--- src/rtl/mixw_pkg.sv ---
package mixw_pkg;

    localparam int          PTR_W      = 16;
    localparam int          WORD_W     = 32;
    localparam int          CTRL_W     = 16;
    localparam logic [15:0] WIDE_FIRST = 16'h0100;
    localparam logic [15:0] WIDE_END   = 16'h0600;
    localparam logic [15:0] IND_PTR    = 16'h0500;
    localparam logic [15:0] CTRL_PTR   = 16'h040C;
    localparam logic [2:0]  OP_SET     = 3'd5;
    localparam logic [2:0]  OP_CLR     = 3'd6;
    localparam logic [4:0]  TGT_CTRL   = 5'd3;

    typedef enum logic [2:0] {
        S_IDLE,
        S_ADDR_HI,
        S_ADDR_LO,
        S_DATA_WR,
        S_DATA_RD
    } xfer_state_e;

    function automatic logic is_wide(input logic [15:0] p);
        return (p >= WIDE_FIRST) && (p < WIDE_END);
    endfunction

    // byte k of a register word in wire order
    function automatic logic [7:0] wire_byte(input logic [31:0] w, input logic [1:0] k);
        logic [7:0] b;
        unique case (k)
            2'd0:    b = w[15:8];
            2'd1:    b = w[7:0];
            2'd2:    b = w[31:24];
            default: b = w[23:16];
        endcase
        return b;
    endfunction

endpackage

--- src/rtl/mixw_reg_bank.sv ---
module mixw_reg_bank #(
    parameter int BASE   = 0,
    parameter int STRIDE = 2,
    parameter int DEPTH  = 4,
    parameter int WIDTH  = 16
) (
    input  logic        clk,
    input  logic        rst_n,
    input  logic [15:0] addr,
    input  logic        we,
    input  logic [31:0] wdata,
    output logic        hit,
    output logic [31:0] rdata
);
    localparam int SH   = $clog2(STRIDE);
    localparam int IW   = (DEPTH > 1) ? $clog2(DEPTH) : 1;
    localparam int SPAN = DEPTH * STRIDE;

    logic [15:0]      off;
    logic [IW-1:0]    idx;
    logic [WIDTH-1:0] mem [DEPTH];

    assign off = addr - 16'(BASE);
    assign idx = off[SH+IW-1:SH];
    assign hit = (addr >= 16'(BASE)) && (off < 16'(SPAN)) && (off[SH-1:0] == '0);

    for (genvar g = 0; g < DEPTH; g++) begin : g_slot
        always_ff @(posedge clk) begin
            if (!rst_n) begin
                mem[g] <= '0;
            end else if (we && hit && (idx == IW'(g))) begin
                mem[g] <= wdata[WIDTH-1:0];
            end
        end
    end

    assign rdata = hit ? 32'(mem[idx]) : 32'h0;

endmodule

--- src/rtl/mixw_ctrl_setclr.sv ---
module mixw_ctrl_setclr
    import mixw_pkg::*;
(
    input  logic              clk,
    input  logic              rst_n,
    input  logic              we,
    input  logic [31:0]       wdata,
    output logic [CTRL_W-1:0] ctrl
);
    logic [2:0]        op;
    logic [4:0]        tgt;
    logic [CTRL_W-1:0] mask;

    assign op   = wdata[31:29];
    assign tgt  = wdata[28:24];
    assign mask = wdata[CTRL_W-1:0];

    always_ff @(posedge clk) begin
        if (!rst_n) begin
            ctrl <= '0;
        end else if (we && (tgt == TGT_CTRL)) begin
            if (op == OP_SET) begin
                ctrl <= ctrl | mask;
            end else if (op == OP_CLR) begin
                ctrl <= ctrl & ~mask;
            end
        end
    end

endmodule

--- src/rtl/mixw_reg_port.sv ---
module mixw_reg_port
    import mixw_pkg::*;
#(
    parameter int NARROW_DEPTH = 4,
    parameter int WIDE_DEPTH   = 4,
    parameter int LO_BASE      = 16'h0000,
    parameter int WIDE_BASE    = 16'h0200,
    parameter int HI_BASE      = 16'h0600
) (
    input  logic              clk,
    input  logic              rst_n,
    input  logic              xfer_start,
    input  logic              xfer_stop,
    input  logic              wr_valid,
    input  logic [7:0]        wr_byte,
    input  logic              rd_req,
    output logic              rd_valid,
    output logic [7:0]        rd_byte,
    output logic [CTRL_W-1:0] ctrl_word
);
    xfer_state_e state_q, state_d;
    logic [15:0] ptr_q;
    logic [1:0]  idx_q;
    logic [7:0]  hold_q [4];
    logic [31:0] snap_q;

    logic        frame_evt, wide, at_last;
    logic [1:0]  last_idx;
    logic [15:0] step;
    logic        hi_load, lo_load, wr_go, rd_go, commit_w, ind_we;
    logic [31:0] commit_word, live_word;
    logic        lo_hit, w_hit, hi_hit;
    logic [31:0] lo_rdata, w_rdata, hi_rdata;

    assign frame_evt = xfer_start | xfer_stop;
    assign wide      = is_wide(ptr_q);
    assign last_idx  = wide ? 2'd3 : 2'd1;
    assign at_last   = (idx_q == last_idx);
    assign step      = wide ? 16'd4 : 16'd2;

    assign hi_load  = !frame_evt && wr_valid && (state_q == S_ADDR_HI);
    assign lo_load  = !frame_evt && wr_valid && (state_q == S_ADDR_LO);
    assign wr_go    = !frame_evt && wr_valid && (state_q == S_DATA_WR);
    assign rd_go    = !frame_evt && rd_req &&
                      ((state_q == S_DATA_RD) || ((state_q == S_ADDR_HI) && !wr_valid));
    assign commit_w = wr_go && at_last;
    assign ind_we   = commit_w && (ptr_q == IND_PTR);

    assign commit_word = wide ? {hold_q[2], wr_byte, hold_q[0], hold_q[1]}
                              : {16'h0, hold_q[0], wr_byte};

    mixw_reg_bank #(.BASE(LO_BASE), .STRIDE(2), .DEPTH(NARROW_DEPTH), .WIDTH(16)) u_bank_lo (
        .clk(clk), .rst_n(rst_n), .addr(ptr_q), .we(commit_w), .wdata(commit_word),
        .hit(lo_hit), .rdata(lo_rdata));

    mixw_reg_bank #(.BASE(WIDE_BASE), .STRIDE(4), .DEPTH(WIDE_DEPTH), .WIDTH(32)) u_bank_wide (
        .clk(clk), .rst_n(rst_n), .addr(ptr_q), .we(commit_w), .wdata(commit_word),
        .hit(w_hit), .rdata(w_rdata));

    mixw_reg_bank #(.BASE(HI_BASE), .STRIDE(2), .DEPTH(NARROW_DEPTH), .WIDTH(16)) u_bank_hi (
        .clk(clk), .rst_n(rst_n), .addr(ptr_q), .we(commit_w), .wdata(commit_word),
        .hit(hi_hit), .rdata(hi_rdata));

    mixw_ctrl_setclr u_ctrl (
        .clk(clk), .rst_n(rst_n), .we(ind_we), .wdata(commit_word), .ctrl(ctrl_word));

    // banks return zero when not hit, so an OR is a mux
    assign live_word = lo_rdata | w_rdata | hi_rdata |
                       ((ptr_q == CTRL_PTR) ? 32'(ctrl_word) : 32'h0);

    // next state
    always_comb begin
        state_d = state_q;
        if (xfer_stop) begin
            state_d = S_IDLE;
        end else if (xfer_start) begin
            state_d = S_ADDR_HI;
        end else begin
            unique case (state_q)
                S_IDLE:    state_d = S_IDLE;
                S_ADDR_HI: begin
                    if (wr_valid)    state_d = S_ADDR_LO;
                    else if (rd_req) state_d = S_DATA_RD;
                end
                S_ADDR_LO: if (wr_valid) state_d = S_DATA_WR;
                S_DATA_WR: state_d = S_DATA_WR;
                S_DATA_RD: state_d = S_DATA_RD;
                default:   state_d = S_IDLE;
            endcase
        end
    end

    // state register
    always_ff @(posedge clk) begin
        if (!rst_n) state_q <= S_IDLE;
        else        state_q <= state_d;
    end

    // pointer, byte index and assembly holding bytes
    always_ff @(posedge clk) begin
        if (!rst_n) begin
            ptr_q  <= '0;
            idx_q  <= '0;
            snap_q <= '0;
            for (int k = 0; k < 4; k++) hold_q[k] <= '0;
        end else if (frame_evt) begin
            idx_q <= '0;
        end else begin
            if (hi_load) ptr_q[15:8] <= wr_byte;
            if (lo_load) begin
                ptr_q[7:0] <= wr_byte;
                idx_q      <= '0;
            end
            if (wr_go || rd_go) begin
                if (at_last) begin
                    idx_q <= '0;
                    ptr_q <= ptr_q + step;
                end else begin
                    idx_q <= idx_q + 2'd1;
                end
            end
            if (wr_go && !at_last) hold_q[idx_q] <= wr_byte;
            if (rd_go && (idx_q == 2'd0)) snap_q <= live_word;
        end
    end

    // outputs
    always_ff @(posedge clk) begin
        if (!rst_n) begin
            rd_valid <= 1'b0;
            rd_byte  <= '0;
        end else begin
            rd_valid <= rd_go;
            if (rd_go) rd_byte <= wire_byte((idx_q == 2'd0) ? live_word : snap_q, idx_q);
        end
    end

endmodule

--- config.mk ---
export PLATFORM = sky130hd
export DESIGN_NAME = mixw_reg_port
export DESIGN_NICKNAME = d
export VERILOG_FILES = /design/src/rtl/mixw_pkg.sv /design/src/rtl/mixw_reg_bank.sv /design/src/rtl/mixw_ctrl_setclr.sv /design/src/rtl/mixw_reg_port.sv
export SDC_FILE = /design/constraint.sdc
export NUM_CORES = 1
export LEC_CHECK = 0
export ABC_AREA = 1
export BUFFER_PORTS_ARGS = -buffer_cell sky130_fd_sc_hd__buf_2
export CORE_AREA = 2 2 210 212
export CTS_CLUSTER_SIZE = 10
export DETAILED_ROUTE_END_ITERATION = 16
export DIE_AREA = 0 0 212 214
export PLACE_DENSITY = 0.55
export SLEW_MARGIN = 20
export SYNTH_ARGS = -nofsm -noshare
export SYNTH_HDL_FRONTEND = slang
export SYNTH_SLANG_ARGS = --single-unit
--- constraint.sdc ---
create_clock -name clk -period 9 [get_ports clk]
set_input_delay 1.8 -clock clk [delete_from_list [all_inputs] [get_ports clk]]
set_output_delay 1.8 -clock clk [all_outputs]
set_load 0.05 [all_outputs]
======== Word level (Yosys, flattened, before mapping) ========
Memories as Yosys holds them, arrays and structs flattened. A register that Yosys moved wholly into a read port is not among the register bits.
Index checks and enable logic that the tools add are counted.
word-level totals
  word-level logic and storage cells ...... 207
  bits of input ports ..................... 14
  memories kept ........................... 4
  bits in registers ....................... 78
  memory bits (writable) .................. 288
memory list
  name             words  width  rd ports  clocked after Yosys merged registers in  write ports  line                 source
  u_bank_wide.mem  4      32     1         0                                        4            mixw_reg_bank.sv:21  logic [WIDTH-1:0] mem [DEPTH];
  u_bank_hi.mem    4      16     1         0                                        4            mixw_reg_bank.sv:21
  u_bank_lo.mem    4      16     1         1                                        4            mixw_reg_bank.sv:21
  hold_q           4      8      3         0                                        4            mixw_reg_port.sv:24  logic [7:0] hold_q [4];
operators by class
  reduce and logical (&&, ||, !) cells .... 54
  equality and inequality tests ........... 25
  $lt $le $gt $ge ......................... 8
  add/subtract/negate cells ............... 4
  muxes and demuxes ....................... 81
  bitwise logic cells ..................... 23
operators by type and width
  operator                                                             count
  2-to-1 mux 16 bit                                                    15
  2-to-1 mux 32 bit                                                    7
  OR 32 bit                                                            2
  2-to-1 mux 1 bit                                                     43
  logical AND 1 bit                                                    34
  equality test 16 x 11 -> 1 bit, second input constant                2
  < comparator 16 x 4 -> 1 bit, second input constant                  2
  OR 32 x 16 -> 32 bit                                                 1
  2-to-1 mux 8 bit                                                     3
  one-hot mux 8 bit (3 select lines)                                   1
  adder 16 x 3 -> 16 bit                                               1
  AND 16 bit                                                           1
  greater-or-equal comparator 16 x 1 -> 1 bit, second input constant   1
  greater-or-equal comparator 16 x 10 -> 1 bit, second input constant  1
  greater-or-equal comparator 16 x 11 -> 1 bit, second input constant  1
  greater-or-equal comparator 16 x 9 -> 1 bit, second input constant   1
  < comparator 16 x 11 -> 1 bit, second input constant                 1
  < comparator 16 x 5 -> 1 bit, second input constant                  1
  NOT 16 bit                                                           1
  OR 16 bit                                                            1
  subtractor 16 x 10 -> 16 bit, second input constant                  1
  subtractor 16 x 11 -> 16 bit, second input constant                  1
  equality test 2 bit, second input constant                           7
  2-to-1 mux 2 bit                                                     7
  other kinds (22)                                                     59

======== Longest topological paths before layout ========
Gate-level depths: netlist (run 1).
  word-level depth ........................ 12
  mapped depth ............................ 19

======== By module ========
Synthesis (run 1) repeated with hierarchy kept, for this count alone.
unflattened totals
  cells, all modules ...................... 1996
  area total of the unflattened synthesis .. 18017.3 um^2
modules (own cells, without submodules)
  module                       sequential area each (um^2)  cells each  times used  area each (um^2)
  mixw_reg_bank (u_bank_wide)  3843.7                       569         1           5851.9
  mixw_reg_port                1801.7                       730         1           4838.4
  mixw_reg_bank (u_bank_lo)    1921.8                       270         1           3278.1
  mixw_reg_bank (u_bank_hi)    1921.8                       281         1           3066.7
  mixw_ctrl_setclr             320.3                        146         1           982.2

======== Worst setup path before layout (run 1) ========
Ideal clock, no wire load.
  path type ............................... input port to flip-flop
  start point ............................. input xfer_stop
  end point ............................... memory u_bank_wide.mem[1][0], enable pin
  required time ........................... 8.534 ns
  arrival ................................. 5.221 ns
  setup slack ............................. 3.314 ns
  stages .................................. 9
  cells stage by stage .................... nor2_4 > inv_1 > nor2_1 > nand3_1 > nor2_8 > inv_4 > nor2_8 > inv_1 > o21ai_0
RTL lines
  item             line                 source
  start, declared  mixw_reg_port.sv:13  input logic xfer_stop,
  end, declared    mixw_reg_bank.sv:21

==> impl_metrics.tcl, run 1 <==
set metrics [dict create \
    ir_worst_vdd_uv 124.7 \
    crit_type "input pin to register" \
    core_mm2 0.04289 \
    crit_start "xfer_stop" \
    wl_met2_um 23510 \
    viasPerCell 5.214 \
    wl_met1_um 23020 \
    htree_levels 2 \
    worstMarginPinSlew_ns 1.103 \
    initial_utilization 0.3981 \
    synth_edf_count 280 \
    p_per_area_mw_per_mm2 186.6 \
    gp_congestion 0.9225 \
    synthTopCellsByArea "edfxtp_1, nand2_1, nor2_1" \
    drc 0 \
    rows 76 \
    fmax_mhz 215.9 \
    routed_wl_um 51160 \
    fillers 4219 \
    clock_path_buffers 3 \
    path_clk_slew_ns 0.05 \
    ys_warn_count 0 \
    ios 39 \
    avgSynthCellArea_um2 8.944 \
    hold_path_class "register to register" \
    clockRootBuffer "clkbuf_16" \
    r2r_slack_ns 5.26 \
    intPower_mw 2.737 \
    cts_buffers 42 \
    fin_crit_sh 0.5147 \
    relSlewSlack 0.2647 \
    clk_latency_ns 0.56 \
    grt_first_pass_wirelength_um 77000 \
    cts_setup_buffers 0 \
    antenna_cells 0 \
    clockPowerShare 0.441 \
    leakage_nw 7.442 \
    fin_crit_ns 4.632 \
    finalSetupTns_ns 0 \
    worstSetupEndpointType "register" \
    design_area_mm2 0.01890 \
    rsz0062_at_grt "no" \
    fin_nets 1926 \
    layout-drive-gt1-share 0.09927 \
    gr-total-overflow 0 \
    synth-seq-area-share 0.5769 \
    power_mw 3.527 \
    p_sw_uw 790.1 \
    seqCellArea_mm2 0.009849 \
    portBuffers 38 \
    wl_per_cell_um 20.39 \
    dpl_cell_area_mm2 0.01766 \
    syn_inst 1909 \
    hold_violations 0 \
    postRouteAntennaNets 0 \
    cts-resized-gates 0 \
    multiInputGateArea_mm2 0.006250 \
    die_h_um 214 \
    drtPass1Iterations 5 \
    synth.top_cell.area_share 0.4925 \
    met3_wirelength_um 2815 \
    min_from "snap_q[19]" \
    dp_hpwl_um 33490 \
    worst_r2r_endpoint "u_bank_wide.mem[3][23]" \
    antenna_found_initial 1 \
    die_x_um 212 \
    syn_area_mm2 0.01707 \
    postCtsHoldBufs 0 \
    path_max_fanout 18 \
    setup-violations-final 0 \
    syn_nets 1932 \
    combPwrFrac 0.045 \
    grt_max_degree 61 \
    synthFlopType "edfxtp_1" \
    hold_slack_ns 0.4495 \
    r2r-start "ptr_q[1]" \
    drv_cap 0 \
    cp.arrival_ns 4.86 \
    r2r_cells 11 \
    fin_worst_skew_ns 0.02735 \
    drv_slew 0 \
    final_util 0.4407 \
    seq_power_share 0.515 \
    die-area_mm2 0.04537 \
    ys_seq_elements 352 \
    drt_iter0_markers 1321 \
    via_count 13082 \
    synth_area_leader_cell "edfxtp_1" \
    cts.sinks 352 \
    switching_share 0.2240 \
    endpoint "u_bank_wide.mem[3][23]" \
    dr.max_layer_used "met5" \
    postSynth.asyncResetShare 0 \
    syn_to_final_growth_pct 10.69 \
    status "completed" \
    cts_tree "yes" \
    first_global_vias 12308 \
    cp.required_ns 9.23 \
    grt_usage 0.2275 \
    cp-start-kind "input pin" \
    ys_types 43 \
]
cell usage after synthesis, types with 3 or more instances:
| cell type | number |
|---|---|
| o211ai_1 | 17 |
| dfxtp_1 | 72 |
| o21ai_0 | 118 |
| buf_2 | 25 |
| nand3_4 | 12 |
| inv_2 | 11 |
| clkbuf_1 | 60 |
| nand3b_1 | 9 |
| clkinv_1 | 4 |
| nand4_1 | 46 |
| nor2_1 | 407 |
| xor2_1 | 11 |
| edfxtp_1 | 280 |
| buf_6 | 21 |
| a21oi_1 | 72 |
| o21a_1 | 4 |
| nand2_1 | 476 |
| nor2_8 | 4 |
| nor2_2 | 21 |
| nor2_4 | 6 |
| nand3_1 | 78 |
| buf_4 | 3 |
| inv_1 | 99 |
| a221oi_1 | 8 |
| buf_1 | 5 |
| nor3_1 | 12 |
| ha_1 | 8 |
flip-flops by register name (all words and copies together) (netlist names), named ones only:
register         count
hold_q              24
u_bank_hi.mem       64
rd_valid             1
u_bank_wide.mem    128
idx_q                2
snap_q              24
ptr_q               16
state_q              3
rd_byte              8
u_bank_lo.mem       64
layout by cell type, fill, tap and decap left out, types with 2 or more instances in the layout:
master,Yosys,layout
a21oi_1,72,72
a221oi_1,8,8
a22o_1,2,2
buf_16,0,2
buf_2,25,37
buf_4,3,25
clkbuf_1,60,17
clkbuf_16,0,45
clkinv_1,4,7
dfxtp_1,72,72
edfxtp_1,280,280
ha_1,8,8
inv_1,99,98
inv_2,11,11
nand2_1,476,476
nand2_2,2,2
nand3_1,78,78
nand3_2,2,2
nand3_4,12,12
nand3b_1,9,9
nand4_1,46,46
nor2_1,407,400
nor2_2,21,28
nor2_4,6,6
nor2_8,4,4
nor3_1,12,12
o211a_1,2,2
o211ai_1,17,17
o21a_1,4,4
o21ai_0,118,99
o21ai_1,0,8
o21ai_2,0,8
o21ai_4,0,3
xor2_1,11,11
kinds of logic (layout without fill, tap and decap cells):
kind of cell,Yosys count,count (layout),share of synthesized area
xor gates and xnor gates,11,11,0.005643
DFF,352,352,0.5769
adders and majority gates,9,9,0.007035
buffers and inverters,229,244,0.06222
and+or+nand+nor,1081,1081,0.2753
AOI/OAI and AO/OA,227,227,0.07292
power groups by stage:
stage	Combinational (mW)	Sequential (mW)	Clock, mW
after floorplan	0.0867	1.85	0
after global placement	0.153	1.85	0
after detailed placement	0.156	1.85	0
after CTS	0.156	1.81	1.58
after global routing	0.170	1.82	1.64
final	0.158	1.81	1.55
area by class of cell:
cell class,instances,area share
sequential,352,0.5212
multi-input combinational,1328,0.3307
clock buffer,62,0.06296
tap,585,0.03873
inverter,115,0.02297
timing repair buffer,64,0.02264
clock inverter,3,0.0008606
worst min-delay path by stage:
stage | slack, ns | end | cells past startpoint
6_report | 0.45 | snap_q[19] | 2
5_1_grt | 0.46 | snap_q[19] | 2
4_1_cts | 0.45 | snap_q[23] | 2
3_5_place_dp | 0.45 | snap_q[20] | 2
3_3_place_gp | 0.44 | snap_q[20] | 2
2_1_floorplan | 0.43 | snap_q[19] | 2
critical path, stage by stage:
cell and delay [ns]:
buf_2 0.12, nor2_4 0.31, inv_1 0.32, nor2_1 0.25, nand3_1 0.28, nor2_8 0.35
inv_4 0.15, nor2_8 0.19, inv_1 0.17, o21ai_4 0.50, buf_4 0.39
stage by stage:
stage,cells,worst slack (ns)
3_5_place_dp,2443,3.740
4_1_cts,2508,4.332
2_1_floorplan,1909,3.314
5_1_grt,2509,4.190
3_3_place_gp,2442,3.756
6_report,2509,4.368
metal layers:
| metal | GRT usage | up-vias |
|---|---|---|
| li1 | - | 6311 |
| met1 | 0.3151 | 6282 |
| met2 | 0.3615 | 404 |
| met3 | 0.03211 | 83 |
| met4 | 0.08615 | 2 |
| met5 | 0 | - |
(Power assumes the default switching activity.)
==> run 2: changes to the inputs <==
Settings changed: ABC_AREA 1 to 0, CORE_AREA 2 2 210 212 to 2 2 206 208, DIE_AREA 0 0 212 214 to 0 0 208 210, PLACE_DENSITY 0.55 to 0.57.
Clock period 9 ns to 4.2 ns, I/O delays scaled along.
==> run 2 against run 1 <==
  * Largest cell class unchanged
  * Area after synthesis decreased by 3.8%
  * Core utilization grew 0.45 points
  * Die area down 3.7%
  * Register-to-register slack got worse by 4.5 ns
==> impl_metrics.tcl, run 2 <==
set metrics [dict create \
    hold_depth 2 \
    antenna_cells 0 \
    synth_mux_area_frac 0.1042 \
    htree_levels 2 \
    r2r_cells 6 \
    cts_buffers 42 \
    yosys.area_share.simple 0.1866 \
    yosysMostFrequentCell "edfxtp_1" \
    cp.depth 6 \
    postSynth.asyncResetShare 0 \
    wl_per_cell_um 24.39 \
    avgSynthCellArea_um2 12.35 \
    setup_ws_ns 0.7844 \
    ios 39 \
    drv_slew 0 \
    mostFrequentLayoutCell "edfxtp_1" \
    synth_xor_xnor_area_share 0.001066 \
    hold_slack_ns 0.5034 \
    leakage_nw 6.564 \
    layout-drive-gt1-share 0.1690 \
    die_h_um 210 \
    viasPerCell 5.753 \
    syn_inst 1330 \
    gr-total-overflow 0 \
    path_cells "nand2_1 > nor4_4 > nand3_1 > a41oi_1 > o21ai_0 > a21oi_1" \
    top_register "u_bank_wide.mem" \
    clk_latency_ns 0.56 \
    ir_worst_vdd_uv 250.6 \
    syn_area_mm2 0.01643 \
    drv_cap 0 \
    fmax_mhz 292.8 \
    grt_max_degree 85 \
    synth_edf_count 280 \
    cp-start-kind "register" \
    antenna_found_initial 0 \
    p_per_area_mw_per_mm2 406.2 \
    rsz0062_at_grt "no" \
    fin_nets 1378 \
    power_mw 7.501 \
    rows 75 \
    routed_wl_um 46920 \
    grt_usage 0.2174 \
    drtPass1Iterations 5 \
    setup-violations-final 0 \
    critPathTopFamily "simple AND/OR/NAND/NOR gates" \
    synth_area_leader_cell "edfxtp_1" \
    crit_type "register to register" \
    worst-path-buf-inv 0 \
    syn_to_final_growth_pct 12.37 \
    grt_first_pass_wirelength_um 71030 \
    fin_crit_ns 3.416 \
    fin_worst_skew_ns 0.01772 \
    path_clk_slew_ns 0.06 \
    portBuffers 38 \
    hold_path_class "input pin to register" \
    hold_violations 0 \
    ys_seq_elements 352 \
    largest_reg_flops 128 \
    top_regs "u_bank_wide.mem x128, u_bank_hi.mem x64, u_bank_lo.mem x64" \
    dp_slack_ns 0.7522 \
    synthTopCellsByArea "edfxtp_1, dfxtp_1, mux4_2" \
    path_max_fanout 43 \
    synth_compound_area_frac 0.06982 \
    core_mm2 0.04148 \
    relSlewSlack 0.3188 \
    critPathMaxStageDelay_ns 0.95 \
    worstSetupEndpointType "register" \
    synthFlopType "edfxtp_1" \
    first_global_vias 11221 \
    fin_crit_sh 0.8132 \
    cts.sinks 352 \
    layout_common_cells "edfxtp_1, nor2_1, and2_1" \
    synthAdderAreaFrac 0.007310 \
    syn_nets 1353 \
    synth.top_cell.area_share 0.5117 \
    clockRootBuffer "clkbuf_16" \
    synth-seq-area-share 0.5994 \
    clock_path_buffers 3 \
    fillers 3856 \
    finalSetupTns_ns 0 \
    cp.arrival_ns 3.90 \
    postRouteAntennaNets 0 \
    cts-resized-gates 0 \
    cts_tree "yes" \
    status "completed" \
    worstMarginPinSlew_ns 1.014 \
    dp_hpwl_um 31600 \
    postCtsHoldBufs 0 \
    cts_setup_buffers 0 \
    initial_utilization 0.3962 \
    ys_types 68 \
    die_x_um 208 \
    ys_warn_count 0 \
    drc 0 \
    gp_congestion 0.8766 \
    synth_top_family_by_area "simple AND/OR/NAND/NOR gates" \
    yosys-top-cells-count "edfxtp_1, nor2_1, and2_1" \
    worst_path_max_delay_cell "nor4_4" \
    cp.required_ns 4.69 \
    via_count 11069 \
    drt_iter0_markers 967 \
    die-area_mm2 0.04368 \
]
==> run 2: cell types whose count changed after synthesis, sizes merged, moves of 23 or more <==
cell,change
and2,+81
buf,-27
and3,+62
mux4,+64
nor2,-239
mux2i,+27
nand2,-407
nand4,-23
a21oi,-55
nand3,-30
a22oi,+24
o21ai,-69
inv,-99
==> run 2: kinds of logic (layout without fill, tap and decap cells) <==
group | after synthesis | count (layout)
buffers and inverters | 115 | 170
AO/OA/AOI/OAI | 170 | 170
XOR/XNOR | 2 | 2
flip-flops | 352 | 352
AND/OR/NAND/NOR | 591 | 591
adder cells (fa/ha/maj) | 9 | 9
multiplexers | 91 | 91
==> run 2: where the power goes <==
| part | internal (mW) | switching, mW |
|---|---|---|
| sequential | 3.85 | 0.0463 |
| clock | 1.93 | 1.39 |
| combinational | 0.0855 | 0.206 |
| total | 5.86 | 1.64 |
==> run 2: worst reg2reg max path, delay by kind of cell (launching register included) <==
family	cells	cell delay, ns
and+or+nand+nor	3	1.54
AOI/OAI and AO/OA	3	0.97
DFF	1	0.83
==> run 2: metal layers <==
layer  global-route usage  wire [um]  vias to the layer above
met5                    0          0                        -
met4              0.08119       1450                        0
met3              0.04261       3397                       85
met2               0.3441      21820                      392
met1               0.2985      20250                     5568
li1                     -          -                     5024
==> run 2: metrics by stage <==
| stage | cell area, um^2 | instances | util |
|---|---|---|---|
| 2_1_floorplan | 16440 | 1330 | - |
| 3_3_place_gp | 17240 | 1850 | 0.4156 |
| 3_5_place_dp | 17240 | 1850 | 0.4156 |
| 4_1_cts | 18460 | 1924 | 0.4451 |
| 5_1_grt | 18470 | 1924 | 0.4452 |
| 6_report | 18470 | 1924 | 0.4452 |
==> run 2: cell type report <==
cell class,instances,area [um^2],area share
clock inverters,4,23.77,0.001287
repair buffers,84,535.5,0.02900
flip-flops and latches,352,9854,0.5337
multi-input cells,863,6135,0.3322
well taps,539,674.4,0.03652
clock buffers,70,1197,0.06485
inverters,12,45.04,0.002439
==> run 2: path summary, 6_finish.rpt <==
check	start	end	slack, ns
max	ptr_q[2]	rd_byte[4]	0.78
min	xfer_stop	state_q[0]	0.50
max reg2reg	ptr_q[2]	rd_byte[4]	0.78
min reg2reg	register	register	0.50
==> run 3: changes to the inputs <==
Settings changed: ABC_AREA 0 to 1, CORE_AREA 2 2 206 208 to 2 2 210 212, DIE_AREA 0 0 208 210 to 0 0 212 214, PLACE_DENSITY 0.57 to 0.55.
Clock period 4.2 ns to 3.2 ns, I/O delays scaled along.
==> run 3 against run 2 <==
  * Fmax up 14%
  * Clock skew rose by 0.0056 ns
  * Final cell count grew 33%
  * Power grew 38%
  * Core utilization grew 0.54 points
  * Non-clock buffer count grew 22
  * Combinational power increased by 57%
==> impl_metrics.tcl, run 3 (synthesis gave the netlist of run 1 again) <==
set metrics [dict create \
    layout_common_cells "nand2_1, nor2_1, edfxtp_1" \
    leakage_nw 7.711 \
    hold_depth 3 \
    cts_tree "yes" \
    setup-violations-final 0 \
    crit_type "register to register" \
    cts_buffers 44 \
    viasPerCell 5.241 \
    combPwrFrac 0.044 \
    initial_utilization 0.3981 \
    dp_hpwl_um 35500 \
    ir_worst_vdd_uv 351.9 \
    die-area_mm2 0.04537 \
    grt_max_degree 44 \
    fmax_mhz 334.5 \
    antenna_found_initial 0 \
    r2r_slack_ns 0.21 \
    layout-drive-gt1-share 0.1194 \
    crit_start "ptr_q[9]" \
    p_sw_mw 2.321 \
    rows 76 \
    cp.required_ns 3.45 \
    gp_congestion 0.9181 \
    final_util 0.4506 \
    intPower_mw 8.057 \
    path_cells "inv_2 > ha_1 > nand2_1 > nor2_1 > nand2_1 > nor2_4 > nand2_2 > nor2_8 > inv_1 > o21ai_4 > buf_4" \
    via_count 13380 \
    fin_worst_skew_ns 0.02336 \
    top_register "u_bank_wide.mem" \
    core_mm2 0.04289 \
    drv_slew 0 \
    portBuffers 38 \
    grt_usage 0.2370 \
    drt_iter0_markers 1389 \
    grt_first_pass_wirelength_um 80270 \
    largest_reg_flops 128 \
    drtPass1Iterations 5 \
    gr-total-overflow 0 \
    worst_path_max_delay_cell "dfxtp_1" \
    cp.arrival_ns 3.24 \
    fin_crit_ns 2.990 \
    routed_wl_um 52920 \
    setup_ws_ns 0.2103 \
    r2r_cells 11 \
    relSlewSlack 0.2543 \
    fin_crit_sh 0.9343 \
    antenna_cells 0 \
    clk_latency_ns 0.58 \
    cts.sinks 352 \
    path_max_fanout 17 \
    hold_violations 0 \
    cp_common_cell "nand2_1" \
    postRouteAntennaNets 0 \
    seq_power_share 0.492 \
    wl_per_cell_um 20.73 \
    clockRootBuffer "clkbuf_16" \
    worstSetupEndpointType "register" \
    drv_cap 0 \
    hold_path_class "input pin to register" \
    clockPowerShare 0.464 \
    rsz0062_at_grt "no" \
    r2r-start "ptr_q[9]" \
    status "completed" \
    cp-start-kind "register" \
    fin_nets 1970 \
    die_x_um 212 \
    first_global_vias 12799 \
    worst_r2r_endpoint "u_bank_wide.mem[0][23]" \
    htree_levels 2 \
    mostFrequentLayoutCell "nand2_1" \
    p_per_area_mw_per_mm2 537.1 \
    critPathMaxStageDelay_ns 0.45 \
    top_regs "u_bank_wide.mem x128, u_bank_hi.mem x64, u_bank_lo.mem x64" \
    fillers 4174 \
    drc 0 \
    path_clk_slew_ns 0.06 \
    min_to "state_q[1]" \
    die_h_um 214 \
    syn_to_final_growth_pct 13.18 \
    switching_share 0.2237 \
    worstMarginPinSlew_ns 1.114 \
    ios 39 \
    clock_path_buffers 3 \
    dp_slack_ns 0.2073 \
    min_from "wr_valid" \
]
run 3: cell count changes in the layout (fill, tap and decap cells not counted), moves of 62 or more:
cell,delta
nand2_1,+410
nor2_1,+204
inv_1,+87
and2_1,-77
mux4_2,-64
and3_1,-62
run 3: worst max path at each step:
stage / end / cells after the start
final: u_bank_wide.mem[0][23] / 11
after global routing: u_bank_wide.mem[1][19] / 11
after CTS: ptr_q[13] / 16
after detailed placement: ptr_q[13] / 16
after global placement: ptr_q[13] / 16
after floorplan: u_bank_wide.mem[3][0] / 9
run 3: cell type report:
type                       count  area [um^2]  area share
clock buffer                  57         1222     0.06326
inverter                     115        434.2     0.02247
clock inverter                10        132.6    0.006864
multi-input combinational   1328         6211      0.3214
timing repair buffer         106        740.7     0.03833
tap                          585        732.0     0.03788
sequential                   352         9851      0.5098
run 3: routing by layer:
layer  vias up  share of wire  track usage
met5         -              0            0
met4         0          0.030      0.07864
met3        83          0.076      0.03592
met2       494           0.46       0.3730
met1      6406           0.43       0.3345
li1       6397              -            -
run 3: power by group through the flow:
| stage | Sequential, mW | Clock [mW] | Combinational (mW) |
|---|---|---|---|
| floorplan | 5.19 | 0 | 0.244 |
| global placement | 5.19 | 0 | 0.453 |
| detailed placement | 5.20 | 0 | 0.456 |
| finish | 5.10 | 4.82 | 0.458 |
| global route | 5.12 | 5.04 | 0.492 |
| CTS | 5.10 | 4.89 | 0.458 |
run 3: critical path: cells and delay by family, from the launching register on:
kind,cells,cell delay (ns)
and+or+nand+nor,6,1.12
adders and majority gates,1,0.31
AOI/OAI and AO/OA,1,0.16
buffers and inverters,3,0.59
DFF,1,0.45
run 3: stage by stage:
stage                     area [um^2]  setup TNS, ns  hold WS [ns]  cells  power, mW
after floorplan                 17070         -45.22        0.4271   1909      5.435
after global placement          17960              0        0.4357   2486      5.647
after detailed placement        17960              0        0.4486   2486      5.654
after CTS                       19320              0        0.3317   2553      10.46
after global routing            19320              0        0.3949   2553      10.65
final                           19320              0        0.3590   2553      10.38
run 3: timing repair:
| item | in CTS | in global routing |
|---|---|---|
| buffers inserted | 0 | 0 |
| hold buffers | 0 | 0 |
| resized for setup | 0 | 2 |
| setup endpoints to repair | 0 | 2 |
